<file path="src/rtl/spi_regwin_pkg.sv">
package spi_regwin_pkg;
  localparam int WORD_W = 16;
  localparam int LEN_W  = 12;   // length field of the command word

  typedef struct packed {
    logic loadHdr;   // build command word into shifter
    logic loadWord;  // load next data word (or zeros on read)
    logic shiftOut;  // advance MOSI on falling SCLK
    logic sampleIn;  // capture MISO on rising SCLK
    logic pushRx;    // move received word to holding register
  } dpStrobes_t;

  function automatic logic [WORD_W-1:0] laneSwap(input logic [WORD_W-1:0] w,
                                                 input logic en);
    return en ? {w[7:0], w[15:8]} : w;
  endfunction
endpackage

</file>
<file path="src/rtl/spi_regwin_dp.sv">
module spi_regwin_dp
  import spi_regwin_pkg::*;
#(
  parameter int ADDR_W = 8
) (
  input  logic              clk,
  input  logic              rstN,
  input  dpStrobes_t        stb,
  input  logic              cmdRead,
  input  logic [ADDR_W-1:0] cmdAddr,
  input  logic              cmdByteLanes,
  input  logic [LEN_W-1:0]  hdrWords,
  input  logic [WORD_W-1:0] txData,
  input  logic              miso,
  output logic              mosi,
  output logic              rxValid,
  input  logic              rxReady,
  output logic [WORD_W-1:0] rxData
);
  logic [WORD_W-1:0] txSr, rxSr, rxHold;
  logic laneMode, readMode, rxValidQ;
  logic [WORD_W-1:0] hdrWord;

  assign hdrWord = {cmdRead, cmdAddr[4:2], hdrWords};

  always_ff @(posedge clk or negedge rstN) begin
    if (!rstN) begin
      txSr     <= '0;
      laneMode <= 1'b0;
      readMode <= 1'b0;
    end else if (stb.loadHdr) begin
      txSr     <= laneSwap(hdrWord, cmdByteLanes);
      laneMode <= cmdByteLanes;
      readMode <= cmdRead;
    end else if (stb.loadWord) begin
      txSr <= readMode ? '0 : laneSwap(txData, laneMode);
    end else if (stb.shiftOut) begin
      txSr <= {txSr[WORD_W-2:0], 1'b0};
    end
  end

  always_ff @(posedge clk or negedge rstN) begin
    if (!rstN) rxSr <= '0;
    else if (stb.sampleIn) rxSr <= {rxSr[WORD_W-2:0], miso};
  end

  always_ff @(posedge clk or negedge rstN) begin
    if (!rstN) begin
      rxHold   <= '0;
      rxValidQ <= 1'b0;
    end else if (stb.pushRx) begin
      rxHold   <= laneSwap(rxSr, laneMode);
      rxValidQ <= 1'b1;
    end else if (rxValidQ && rxReady) begin
      rxValidQ <= 1'b0;
    end
  end

  assign mosi    = txSr[WORD_W-1];
  assign rxValid = rxValidQ;
  assign rxData  = rxHold;

  // an unaccepted read word stays put
  assert_rx_hold_R10: assert property (@(posedge clk) disable iff (!rstN)
    (rxValid && !rxReady) |=> (rxValid && $stable(rxData)));
endmodule

</file>
<file path="src/rtl/spi_regwin_ctrl.sv">
module spi_regwin_ctrl
  import spi_regwin_pkg::*;
#(
  parameter int SYS_HZ      = 100_000_000,
  parameter int SCLK_MIN_HZ = 1_000_000,
  parameter int SCLK_MAX_HZ = 52_000_000,
  parameter int DIV_W       = 8
) (
  input  logic             clk,
  input  logic             rstN,
  input  logic             cmdValid,
  output logic             cmdReady,
  input  logic             cmdRead,
  input  logic [LEN_W:0]   cmdBytes,
  input  logic [DIV_W-1:0] cmdClkDiv,
  input  logic             txValid,
  output logic             txReady,
  input  logic             rxFull,
  output logic [LEN_W-1:0] hdrWords,
  output dpStrobes_t       stb,
  output logic             sclk,
  output logic             csN,
  output logic             busy
);
  localparam int HALF_MIN_RAW = (SYS_HZ + 2*SCLK_MAX_HZ - 1) / (2*SCLK_MAX_HZ);
  localparam int HALF_MIN     = (HALF_MIN_RAW < 1) ? 1 : HALF_MIN_RAW;
  localparam int HALF_MAX     = SYS_HZ / (2*SCLK_MIN_HZ);
  localparam logic [DIV_W-1:0] HALF_LO = DIV_W'(HALF_MIN);
  localparam logic [DIV_W-1:0] HALF_HI = DIV_W'(HALF_MAX);

  typedef enum logic [1:0] {IDLE, SHIFT, WEND, HOLD} state_t;
  state_t state;

  logic [DIV_W-1:0] halfQ, tickCnt;
  logic [3:0]       bitCnt;
  logic [LEN_W-1:0] wordsLeft;
  logic isRead, isHdr, sclkQ, csNQ;
  logic tickDone, needPush, canGo;
  logic [LEN_W+1:0] bytesUp;

  function automatic logic [DIV_W-1:0] clampDiv(input logic [DIV_W-1:0] d);
    if (d < HALF_LO) return HALF_LO;
    if (d > HALF_HI) return HALF_HI;
    return d;
  endfunction

  assign bytesUp  = {1'b0, cmdBytes} + 1'b1;
  assign hdrWords = bytesUp[LEN_W:1];
  assign tickDone = (tickCnt == halfQ - 1'b1);
  assign needPush = !isHdr && isRead;
  assign canGo    = !(needPush && rxFull);

  always_comb begin
    stb      = '0;
    txReady  = 1'b0;
    cmdReady = (state == IDLE);
    unique case (state)
      IDLE:  stb.loadHdr = cmdValid;
      SHIFT: if (tickDone) begin
               if (!sclkQ) stb.sampleIn = 1'b1;
               else if (bitCnt != 4'd15) stb.shiftOut = 1'b1;
             end
      WEND:  if (canGo) begin
               stb.pushRx = needPush;
               if (wordsLeft != '0) begin
                 if (isRead) stb.loadWord = 1'b1;
                 else if (txValid) begin
                   stb.loadWord = 1'b1;
                   txReady      = 1'b1;
                 end
               end
             end
      default: ;
    endcase
  end

  always_ff @(posedge clk or negedge rstN) begin
    if (!rstN) begin
      state     <= IDLE;
      halfQ     <= HALF_LO;
      tickCnt   <= '0;
      bitCnt    <= '0;
      wordsLeft <= '0;
      isRead    <= 1'b0;
      isHdr     <= 1'b0;
      sclkQ     <= 1'b0;
      csNQ      <= 1'b1;
    end else begin
      unique case (state)
        IDLE: if (cmdValid) begin
          state     <= SHIFT;
          csNQ      <= 1'b0;
          halfQ     <= clampDiv(cmdClkDiv);
          wordsLeft <= hdrWords;
          isRead    <= cmdRead;
          isHdr     <= 1'b1;
          tickCnt   <= '0;
          bitCnt    <= '0;
        end
        SHIFT: if (tickDone) begin
          tickCnt <= '0;
          if (!sclkQ) sclkQ <= 1'b1;
          else begin
            sclkQ <= 1'b0;
            if (bitCnt == 4'd15) begin
              state  <= WEND;
              bitCnt <= '0;
            end else bitCnt <= bitCnt + 1'b1;
          end
        end else tickCnt <= tickCnt + 1'b1;
        WEND: if (canGo) begin
          if (wordsLeft == '0) begin
            state   <= HOLD;
            tickCnt <= '0;
          end else if (stb.loadWord) begin
            state     <= SHIFT;
            wordsLeft <= wordsLeft - 1'b1;
            isHdr     <= 1'b0;
            tickCnt   <= '0;
          end
        end
        HOLD: if (tickDone) begin
          csNQ  <= 1'b1;
          state <= IDLE;
        end else tickCnt <= tickCnt + 1'b1;
        default: state <= IDLE;
      endcase
    end
  end

  assign sclk = sclkQ;
  assign csN  = csNQ;
  assign busy = (state != IDLE);

  // clock rests low outside the select window
  assert_sclk_idle_R4: assert property (@(posedge clk) disable iff (!rstN)
    csN |-> !sclk);
  // select low only while busy
  assert_busy_cs_R9: assert property (@(posedge clk) disable iff (!rstN)
    !csN |-> busy);
  // acceptance starts the transfer on the next cycle
  assert_accept_R9: assert property (@(posedge clk) disable iff (!rstN)
    (cmdValid && cmdReady) |=> (busy && !csN));
  // a write word is only taken with the clock parked low
  assert_tx_low_R10: assert property (@(posedge clk) disable iff (!rstN)
    txReady |-> (!sclk && !csN));
endmodule

</file>
<file path="src/rtl/spi_regwin_master.sv">
module spi_regwin_master
  import spi_regwin_pkg::*;
#(
  parameter int SYS_HZ      = 100_000_000,
  parameter int SCLK_MIN_HZ = 1_000_000,
  parameter int SCLK_MAX_HZ = 52_000_000,
  parameter int ADDR_W      = 8,
  parameter int DIV_W       = 8
) (
  input  logic              clk,
  input  logic              rstN,
  input  logic              cmdValid,
  output logic              cmdReady,
  input  logic              cmdRead,
  input  logic [ADDR_W-1:0] cmdAddr,
  input  logic [LEN_W:0]    cmdBytes,
  input  logic              cmdByteLanes,
  input  logic [DIV_W-1:0]  cmdClkDiv,
  input  logic              txValid,
  output logic              txReady,
  input  logic [15:0]       txData,
  output logic              rxValid,
  input  logic              rxReady,
  output logic [15:0]       rxData,
  output logic              busy,
  output logic              sclk,
  output logic              csN,
  output logic              mosi,
  input  logic              miso
);
  dpStrobes_t       stb;
  logic [LEN_W-1:0] hdrWords;

  spi_regwin_ctrl #(
    .SYS_HZ(SYS_HZ), .SCLK_MIN_HZ(SCLK_MIN_HZ),
    .SCLK_MAX_HZ(SCLK_MAX_HZ), .DIV_W(DIV_W)
  ) uCtrl (
    .clk(clk), .rstN(rstN), .cmdValid(cmdValid), .cmdReady(cmdReady),
    .cmdRead(cmdRead), .cmdBytes(cmdBytes), .cmdClkDiv(cmdClkDiv),
    .txValid(txValid), .txReady(txReady), .rxFull(rxValid),
    .hdrWords(hdrWords), .stb(stb), .sclk(sclk), .csN(csN), .busy(busy)
  );

  spi_regwin_dp #(.ADDR_W(ADDR_W)) uDp (
    .clk(clk), .rstN(rstN), .stb(stb), .cmdRead(cmdRead), .cmdAddr(cmdAddr),
    .cmdByteLanes(cmdByteLanes), .hdrWords(hdrWords), .txData(txData),
    .miso(miso), .mosi(mosi), .rxValid(rxValid), .rxReady(rxReady),
    .rxData(rxData)
  );

  // MOSI holds still while SCLK is high
  assert_mosi_hold_R4: assert property (@(posedge clk) disable iff (!rstN)
    (sclk && $past(sclk)) |-> $stable(mosi));
endmodule

</file>
<file path="config.mk">
export PLATFORM = sky130hd
export DESIGN_NAME = spi_regwin_master
export DESIGN_NICKNAME = d
export VERILOG_FILES = /design/src/rtl/spi_regwin_pkg.sv /design/src/rtl/spi_regwin_dp.sv /design/src/rtl/spi_regwin_ctrl.sv /design/src/rtl/spi_regwin_master.sv
export SDC_FILE = /design/constraint.sdc
export NUM_CORES = 1
export LEC_CHECK = 0
export ABC_CLOCK_PERIOD_IN_PS = 3250
export BUFFER_PORTS_ARGS = -buffer_cell sky130_fd_sc_hd__buf_2
export CAP_MARGIN = 20
export CORE_MARGIN = 4
export CORE_UTILIZATION = 42
export CTS_CLUSTER_SIZE = 40
export DETAILED_ROUTE_END_ITERATION = 8
export GPL_ROUTABILITY_DRIVEN = 0
export PLACE_DENSITY = 0.69
export SKIP_LAST_GASP = 1
export SYNTH_ARGS = -nofsm -noshare
export SYNTH_HDL_FRONTEND = slang
export SYNTH_SLANG_ARGS = --single-unit
</file>
<file path="constraint.sdc">
create_clock -name clk -period 3.25 [get_ports clk]
set_input_delay 0.975 -clock clk [delete_from_list [all_inputs] [get_ports clk]]
set_output_delay 0.975 -clock clk [all_outputs]
set_load 0.01 [all_outputs]
</file>
After elaboration in Yosys (flattened, before gate mapping)
Cells that the tools add are included.
{"block": "word_totals", "register_bits": 89, "in_bits": 53, "output_inout_bits": 23, "word_cells": 129}
{"block": "classes", "addsub": 5, "order_cmp": 2, "n_eq_ne": 16, "n_mux": 71, "reduce_logical": 20}
{"op": "16-bit 2-to-1 mux", "count": 7}
{"op": "8-bit 2-to-1 mux", "count": 10}
{"op": "12-bit 2-to-1 mux", "count": 4}
{"op": "8-bit case mux with 4 select lines", "count": 1}
{"op": "1-bit 2-to-1 mux", "count": 30}
{"op": "12-bit case mux with 2 select lines", "count": 1}
{"op": "2-bit 2-to-1 mux", "count": 10}
{"op": "4-bit 2-to-1 mux", "count": 4}
{"op": "13-bit by 1-bit adder with 13-bit output, second input constant", "count": 1}
{"op": "12-bit logical NOT", "count": 1}
{"op": "12-bit nonzero test", "count": 1}
{"op": "12-bit by 1-bit subtractor with 12-bit output, second input constant", "count": 1}
{"op": "2-bit inequality test, second input constant", "count": 5}
{"op": "2-bit nonzero test", "count": 5}
{"op": "8-bit by 1-bit adder with 8-bit output, second input constant", "count": 1}
{"op": "8-bit equality test", "count": 1}
{"op": "8-bit by 6-bit greater-than comparator with 1-bit output, second input constant", "count": 1}
{"op": "8-bit by 1-bit < comparator with 1-bit output, second input constant", "count": 1}
{"op": "2-bit by 1-bit inequality test with 1-bit output, second input constant", "count": 4}
{"op": "2-bit case mux with 4 select lines", "count": 1}
{"op": "4-bit case mux with 2 select lines", "count": 1}
{"op": "4-bit AND reduction", "count": 2}
{"op": "8-bit by 1-bit subtractor with 8-bit output, second input constant", "count": 1}
{"op": "7-bit AND reduction", "count": 1}
{"op": "other kinds (14)", "count": 19}

Longest topological paths before layout
Gate-level depths: netlist of the first run.
{"block": "depth", "word_depth": 9, "depth_mapped": 9, "depth_no_buf": 8}

Modules after synthesis
Synthesis of the first run repeated with hierarchy kept, for this count alone.
{"block": "hier_totals", "cells_unflattened": 567, "hier_area_um2": 5327.6}
{"mod": "spi_regwin_ctrl", "n_inst": 1, "cells_per_inst": 329, "area_each_um2": 2708.8, "seq_area_each_um2": 953.4}
{"mod": "spi_regwin_dp", "n_inst": 1, "cells_per_inst": 238, "area_each_um2": 2618.8, "seq_area_each_um2": 1276.2}

Least setup slack after synthesis of the first run
Ideal clock, no wire load.
{"block": "synth_path", "path_kind": "register -> register", "startpoint": "register uCtrl.halfQ[0]", "endpoint": "register uDp.txSr[0]", "setup_ns": 0.125, "t_arrival_ns": 2.542, "required_time_ns": 3.125, "slack_ns": 0.583, "stages_incl_launch_ff": 9, "n_path_buf": 1, "synth_period_minus_slack_ns": 2.667, "path_cell_list": "dfstp_2 -> inv_1 -> ha_1 -> xnor2_1 -> or4_1 -> a211oi_1 -> a21oi_4 -> buf_12 -> mux2_4"}
{"block": "synth_via", "elab_chain_cells": 5}
{"element": "start: declaration", "line_no": "spi_regwin_ctrl.sv:34", "source": "logic [DIV_W-1:0] halfQ, tickCnt;"}
{"element": "start signal: assignment", "line_no": "spi_regwin_ctrl.sv:93", "source": "halfQ <= clampDiv(cmdClkDiv);"}
{"element": "8-bit by 1-bit subtractor with 8-bit output", "line_no": "spi_regwin_ctrl.sv:49", "source": "assign tickDone = (tickCnt == halfQ - 1'b1);"}
{"element": "8-bit equality test", "line_no": "spi_regwin_ctrl.sv:49"}
{"element": "2-bit 2-to-1 mux", "line_no": "spi_regwin_ctrl.sv:59", "source": "SHIFT: if (tickDone) begin"}
{"element": "2-bit 2-to-1 mux", "line_no": "spi_regwin_ctrl.sv:57", "source": "unique case (state)"}
{"element": "3-bit nonzero test (no source line)"}
{"element": "end signal: assignment", "line_no": "spi_regwin_dp.sv:32", "source": "txSr <= laneSwap(hdrWord, cmdByteLanes);"}
{"element": "end signal: assignment", "line_no": "spi_regwin_dp.sv:36", "source": "txSr <= readMode ? '0 : laneSwap(txData, laneMode);"}
{"element": "end signal: assignment", "line_no": "spi_regwin_dp.sv:38", "source": "txSr <= {txSr[WORD_W-2:0], 1'b0};"}
{"element": "end: declaration", "line_no": "spi_regwin_dp.sv:20", "source": "logic [WORD_W-1:0] txSr, rxSr, rxHold;"}
Every way passes these cells.
A chain may end at the register's enable or synchronous reset.

Final worst setup path of the first run
{"block": "layout_path", "startpoint": "register uCtrl.wordsLeft[0]", "endpoint": "output port txReady"}
{"block": "layout_via", "elab_chain_cells": 4}
{"element": "start: declaration", "line_no": "spi_regwin_ctrl.sv:36", "source": "logic [LEN_W-1:0] wordsLeft;"}
{"element": "start signal: assignment", "line_no": "spi_regwin_ctrl.sv:94", "source": "wordsLeft <= hdrWords;"}
{"element": "start signal: assignment", "line_no": "spi_regwin_ctrl.sv:117", "source": "wordsLeft <= wordsLeft - 1'b1;"}
{"element": "12-bit nonzero test", "line_no": "spi_regwin_ctrl.sv:65", "source": "if (wordsLeft != '0) begin"}
{"element": "1-bit 2-to-1 mux", "line_no": "spi_regwin_ctrl.sv:65"}
{"element": "1-bit 2-to-1 mux", "line_no": "spi_regwin_ctrl.sv:63", "source": "WEND: if (canGo) begin"}
{"element": "1-bit 2-to-1 mux", "line_no": "spi_regwin_ctrl.sv:57"}
{"element": "end: declaration", "line_no": "spi_regwin_master.sv:20", "source": "output logic txReady,"}
Every way passes these cells.

==> impl_metrics.yaml, run 1 <==
place:
  dpl.hpwl_um: 9350
  io_buffers: 70
grt:
  grt_usage_pct: 17.7
  grt_pass1_vias: 4465
  grt.overflow.total: 0
  grt_antenna_before_repair: 1
  grt_start_max_net_pins: 89
  grt_pass1_wl_um: 21200
detailed_routing:
  wirelength_um: 12800
  drc: 0
  avgViaCountPerCell: 5.56
  firstDrtPassIters: 5
  antenna_left: 0
  drtIter0Drc: 234
  wire_per_inst_um: 15.6
  vias: 4568
power_and_ir_drop:
  leakage_nw: 2.86
  p_per_area_mw_per_mm2: 787
  report.power.total_mw: 4.97
  peakVddDrop_v: 0.000363
synth:
  synth_nets: 635
  ys_async_sr_fraction_pct: 100
  synth_edf_count: 0
  syn_area_mm2: 0.00543
  synth_cell_types: 56
  syn-mean-instance-area_um2: 9.40
  yosys_warnings: 0
  ys.flop_type: "dfrtp_1"
  synth_seq_cells: 88
  yosysSeqAreaShare_pct: 40.6
  synthCells: 577
floorplan:
  ios: 76
  die_area_mm2: 0.0148
  die_y_um: 122
  fp-row-count: 41
  dieWidth_um: 122
  start_util_pct: 43.0
  coreArea_mm2: 0.0126
clocking:
  clock-sinks: 88
  path_clk_slew_ns: 0.06
  cts_tree: "yes"
  cts_resized: 1
  cts_hold_buf: 0
  cts_root_buffer: "clkbuf_16"
  cts_setup_buffers: 0
  cts_made_buffers: 9
  clockBufferDepth: 2
  htreeDepth: 3
  clock_latency_ns: 0.35
sta:
  drv_slew: 0
  fin_crit_ns: 3.18
  worst_pin_slew_ns: 0.743
  whs_ns: 0.513
  setup_viol: 0
  slew_headroom_pct: 50.3
  period_share_pct: 97.8
  hold_viol_final: 0
  rsz0062_at_grt: "false"
  fmax_mhz: 315
  fin_skew_ns: 0.00617
  tns_ns: 0
cells_and_area:
  layout-drive-gt1-share_pct: 23.5
  final_nets: 701
  final_cell_mix: "dfrtp_1 (86), buf_2 (69), nand2_1 (62), mux2i_1 (55), nor2_1 (51)"
  finish.utilization_pct: 50.1
  layout_commonest_cell: "dfrtp_1"
  areaGrowthSynthToFinish_pct: 16.5
worst_setup_path:
  cp_top_family: "simple AND/OR/NAND/NOR gates"
  cp_max_fo: 5
  worst-path-buf-inv: 3
  cp.required_ns: 2.27
  crit_type: "reg2out"
  critPathSlowestCell: "or3b_4"
  worstPathCellList: "inv_1, ha_1, or3b_4, nand4bb_1, buf_4, and4b_1, buf_2"
  cp_slowest_stage_delay_ns: 0.41
  crit_arrival_ns: 2.20
  cp-start-kind: "flop"
  end_kind: "output pin"
outcome:
  run_status: "finished clean"
job:
  cap_violations: 0
worst_hold_path:
  min_path_type: "reg2reg"
## state kept, by name (all words and copies together), names as in the netlist
signal	flops
uCtrl.csN	1
uDp.laneMode	1
uCtrl.state	2
uDp.rxData	16
uCtrl.isHdr	1
uCtrl.wordsLeft	12
uDp.txSr	16
uDp.readMode	1
uCtrl.halfQ	8
uCtrl.bitCnt	4
uDp.rxSr	16
uCtrl.sclk	1
uCtrl.tickCnt	8
uDp.rxValid	1
## worst paths after layout
path / startpoint / cells after the start / slack, ns / endpoint
max: uCtrl.wordsLeft[0] / 7 / 0.07 / txReady
min: uCtrl.halfQ[7] / 1 / 0.51 / uCtrl.halfQ[7]
max reg2reg: uCtrl.halfQ[2] / 6 / 0.36 / uDp.txSr[3]
min reg2reg: uCtrl.halfQ[7] / 1 / 0.51 / uCtrl.halfQ[7]
max in group asynchronous: rstN / 2 / 2.19 / uCtrl.csN
min in group asynchronous: rstN / 2 / 0.65 / uCtrl.halfQ[2]
## worst register-to-register path, stage by stage (launching register included)
cell and delay, ns:
dfrtp_1 0.44, or4_4 0.53, o211a_1 0.23, a311o_1 0.33, a31o_1 0.25, a21oi_4 0.59, mux2_2 0.42
## kinds of logic (layout without fill, tap and decap cells)
logic type	after synthesis	after routing	share of synthesized area (%)
AOI/OAI and AO/OA	121	121	14.3
xor gates and xnor gates	21	21	3.39
adders and majority gates	5	5	1.15
buffers and inverters	47	118	3.78
DFF	88	88	40.6
muxes	90	90	18.1
other	0	1	0
and+or+nand+nor	205	205	18.7
## synth_stat cells (3+ instances only)
library cell	count	area [um^2]
a21oi_1	26	130
and3_1	8	50.1
nand3_1	16	80.1
inv_1	12	45.0
o211ai_1	12	90.1
o22ai_1	10	62.6
clkbuf_1	27	101
nor3_1	12	60.1
dfrtp_1	86	2150
mux2_4	10	150
nor2b_1	11	68.8
a21o_1	5	37.5
mux2i_1	55	551
mux2_2	25	282
a211oi_1	6	45.0
nand4_1	3	18.8
nor2_1	51	191
nor4b_1	3	26.3
xnor2_1	13	114
a22o_1	3	26.3
a22oi_1	3	22.5
nand2b_1	5	31.3
xor2_1	8	70.1
ha_1	5	62.6
and2_1	4	25.0
nor3b_1	7	52.6
nor4_1	3	18.8
o22a_1	3	26.3
nand2_1	62	233
a31oi_1	12	75.1
or3_1	7	43.8
buf_1	4	15.0
o21ai_0	30	150
## cell type report
| class | instances | area [um^2] |
|---|---|---|
| clock buffer | 10 | 229 |
| tap | 172 | 215 |
| multi-input combinational | 442 | 3030 |
| sequential | 88 | 2200 |
| timing repair buffer | 90 | 519 |
| inverter | 12 | 45.0 |
| antenna | 1 | 2.50 |
| fill | 1182 | 6300 |
| clock inverter | 6 | 73.8 |
## stage by stage
stage | area (um^2) | cells | worst slack [ns]
floorplan | 5430 | 577 | 0.583
global placement | 6000 | 803 | -0.0281
CTS | 6320 | 820 | 0.0593
finish | 6320 | 821 | 0.0718
global route | 6320 | 821 | 0.0112
detailed placement | 6010 | 804 | 0.320
## per-layer routing
layer | global-route usage [%] | vias to the layer above | share of wire [%]
li1 | - | 2214 | -
met1 | 23.5 | 2194 | 46
met5 | 0 | - | 0
met2 | 28.2 | 131 | 46
met3 | 3.76 | 29 | 5.0
met4 | 7.28 | 0 | 2.7
## report_power, final
part           internal (mW)  switching (mW)
registers               1.47           0.353
clock network          0.610           0.458
logic                  0.983            1.10
No activity file was read; power rests on OpenSTA's default activity.
==> run 2: changes to the inputs <==
--- a/config.mk
+++ b/config.mk
@@ -8,7 +8,6 @@
 export ABC_CLOCK_PERIOD_IN_PS = 3250
 export BUFFER_PORTS_ARGS = -buffer_cell sky130_fd_sc_hd__buf_2
 export CAP_MARGIN = 20
-export CORE_MARGIN = 4
 export CORE_UTILIZATION = 42
 export CTS_CLUSTER_SIZE = 40
 export DETAILED_ROUTE_END_ITERATION = 8
==> run 2 against run 1 <==
Compared with the run above: sequential share of layout area is essentially flat; sequential power is essentially flat; register-to-register slack gained 0.02 ns; largest cell class unchanged; the run now ends with design-rule violations left; final area shrank 0.12%; combinational power is essentially flat; maximum frequency grew 0.79%; critical path type unchanged; total power shrank 1.1%; critical path depth is the same; non-clock buffer count shrank 1.
==> impl_metrics.yaml, run 2 (synthesis results as in run 1) <==
worst_setup_path:
  reg2reg_to: "uDp.txSr[5]"
  rrSetupSlack_ns: 0.38
  cp.required_ns: 2.27
  crit_type: "reg2out"
  cp_max_fo: 5
  worst-path-buf-inv: 3
  end_kind: "output pin"
  cp_slowest_stage_delay_ns: 0.40
  worstPathCellList: "inv_1, ha_2, or3b_4, nand4bb_4, buf_4, and4b_1, buf_2"
  crit_end: "txReady"
  crit_arrival_ns: 2.18
  worstRegToRegCells: 6
  worst-path-stages: 7
  cp_top_family: "simple AND/OR/NAND/NOR gates"
  setup.worst_path.start: "uCtrl.wordsLeft[0]"
  r2r_start: "uCtrl.halfQ[1]"
  cp-start-kind: "flop"
  critPathSlowestCell: "or3b_4"
detailed_routing:
  top_layer: "met4"
  drtIter0Drc: 256
  drc: 2
  antenna_left: 0
  wire_per_inst_um: 15.2
  wl_met1_um: 5820
  firstDrtPassIters: 7
  dr_wl_met3_um: 532
  met2RoutedLength_um: 5840
  wirelength_um: 12400
  vias: 4540
  avgViaCountPerCell: 5.54
floorplan:
  die_area_mm2: 0.0134
  fp-row-count: 41
  coreArea_mm2: 0.0126
  ios: 76
  start_util_pct: 43.0
  dieWidth_um: 116
  die_y_um: 116
clocking:
  cts_root_buffer: "clkbuf_16"
  cts_tree: "yes"
  path_clk_slew_ns: 0.06
  cts_made_buffers: 9
  cts_hold_buf: 0
  clock_latency_ns: 0.35
  clock-sinks: 88
  clockBufferDepth: 2
  htreeDepth: 3
sta:
  worst_pin_slew_ns: 0.815
  fin_ws_ns: 0.0968
  period_share_pct: 97.0
  setup_viol: 0
  drv_slew: 0
  fmax_mhz: 317
  tns_ns: 0
  fin_skew_ns: 0.00811
  hold_viol_final: 0
  fin_crit_ns: 3.15
  slew_headroom_pct: 45.7
power_and_ir_drop:
  p_per_area_mw_per_mm2: 779
  seq_power_share_pct: 37.4
  leakage_nw: 2.85
  p_int_mw: 2.99
  peakVddDrop_v: 0.000370
  power_frac_comb_pct: 42.0
  report.power.total_mw: 4.92
  switchingPower_mw: 1.93
  clock_power_share_pct: 20.7
  switching_share_pct: 39.2
place:
  dpl.hpwl_um: 9000
  io_buffers: 70
  place_ws_ns: 0.313
grt:
  grt_pass1_vias: 4211
  grt.overflow.total: 0
  grt_start_max_net_pins: 42
  grt_usage_pct: 19.8
  grt_pass1_wl_um: 20700
  grt_antenna_before_repair: 0
worst_hold_path:
  min_path_type: "reg2reg"
outcome:
  violations: "design-rule violations"
  run_status: "finished, violations left"
cells_and_area:
  layout-drive-gt1-share_pct: 23.8
  final_cell_mix: "dfrtp_1 (86), buf_2 (69), nand2_1 (62), mux2i_1 (55), nor2_1 (51)"
  final_nets: 700
  finish.utilization_pct: 50.0
  diodes: 0
  layout_commonest_cell: "dfrtp_1"
  areaGrowthSynthToFinish_pct: 16.3
job:
  cap_violations: 0
run 2: changes by cell type in the layout (fill, tap and decap cells not counted), sizes merged:
cell and change:
diode -1, clkinvlp +1, clkbuf -1, bufinv -1, buf -1, clkinv +1
run 2: final cells by class:
type                       count  area (um^2)
inverter                      12         45.0
timing repair buffer          89          512
fill                        1212         6310
sequential                    88         2200
tap                          172          215
clock inverter                 7         61.3
multi-input combinational    442         3050
clock buffer                   9          225
run 2: repair_timing:
action | CTS | global route
pin swaps | 1 | 0
gates resized for setup | 1 | 2
setup buffers | 0 | 0
setup endpoints to repair | 1 | 1
run 2: through the flow:
stage	hold WS (ns)	std cells	instance area, um^2
CTS	0.513	819	6290
global route	0.525	819	6310
global placement	0.493	802	5990
finish	0.512	819	6310
detailed placement	0.494	803	6000
floorplan	0.461	577	5430
run 2: power by group through the flow:
stage / Clock (mW) / Combinational [mW] / Sequential (mW)
detailed placement: 0 / 2.04 / 1.85
global route: 1.09 / 2.30 / 1.90
finish: 1.02 / 2.06 / 1.84
global placement: 0 / 1.96 / 1.84
floorplan: 0 / 1.61 / 1.74
CTS: 1.04 / 2.05 / 1.83
run 2: how the worst min path moves through the flow:
stage,startpoint,end,depth (start not counted)
floorplan,uCtrl.isHdr,uCtrl.isHdr,2
global placement,uDp.txSr[6],uDp.txSr[6],1
detailed placement,uCtrl.wordsLeft[10],uCtrl.wordsLeft[10],1
CTS,uDp.txSr[13],uDp.txSr[13],1
global route,uDp.txSr[12],uDp.txSr[12],1
finish,uCtrl.halfQ[7],uCtrl.halfQ[7],1
run 2: layer usage:
metal | GRT usage (%) | up-vias
met5 | 0 | -
met3 | 3.29 | 20
met2 | 32.3 | 113
met4 | 7.78 | 0
met1 | 26.3 | 2195
li1 | - | 2212
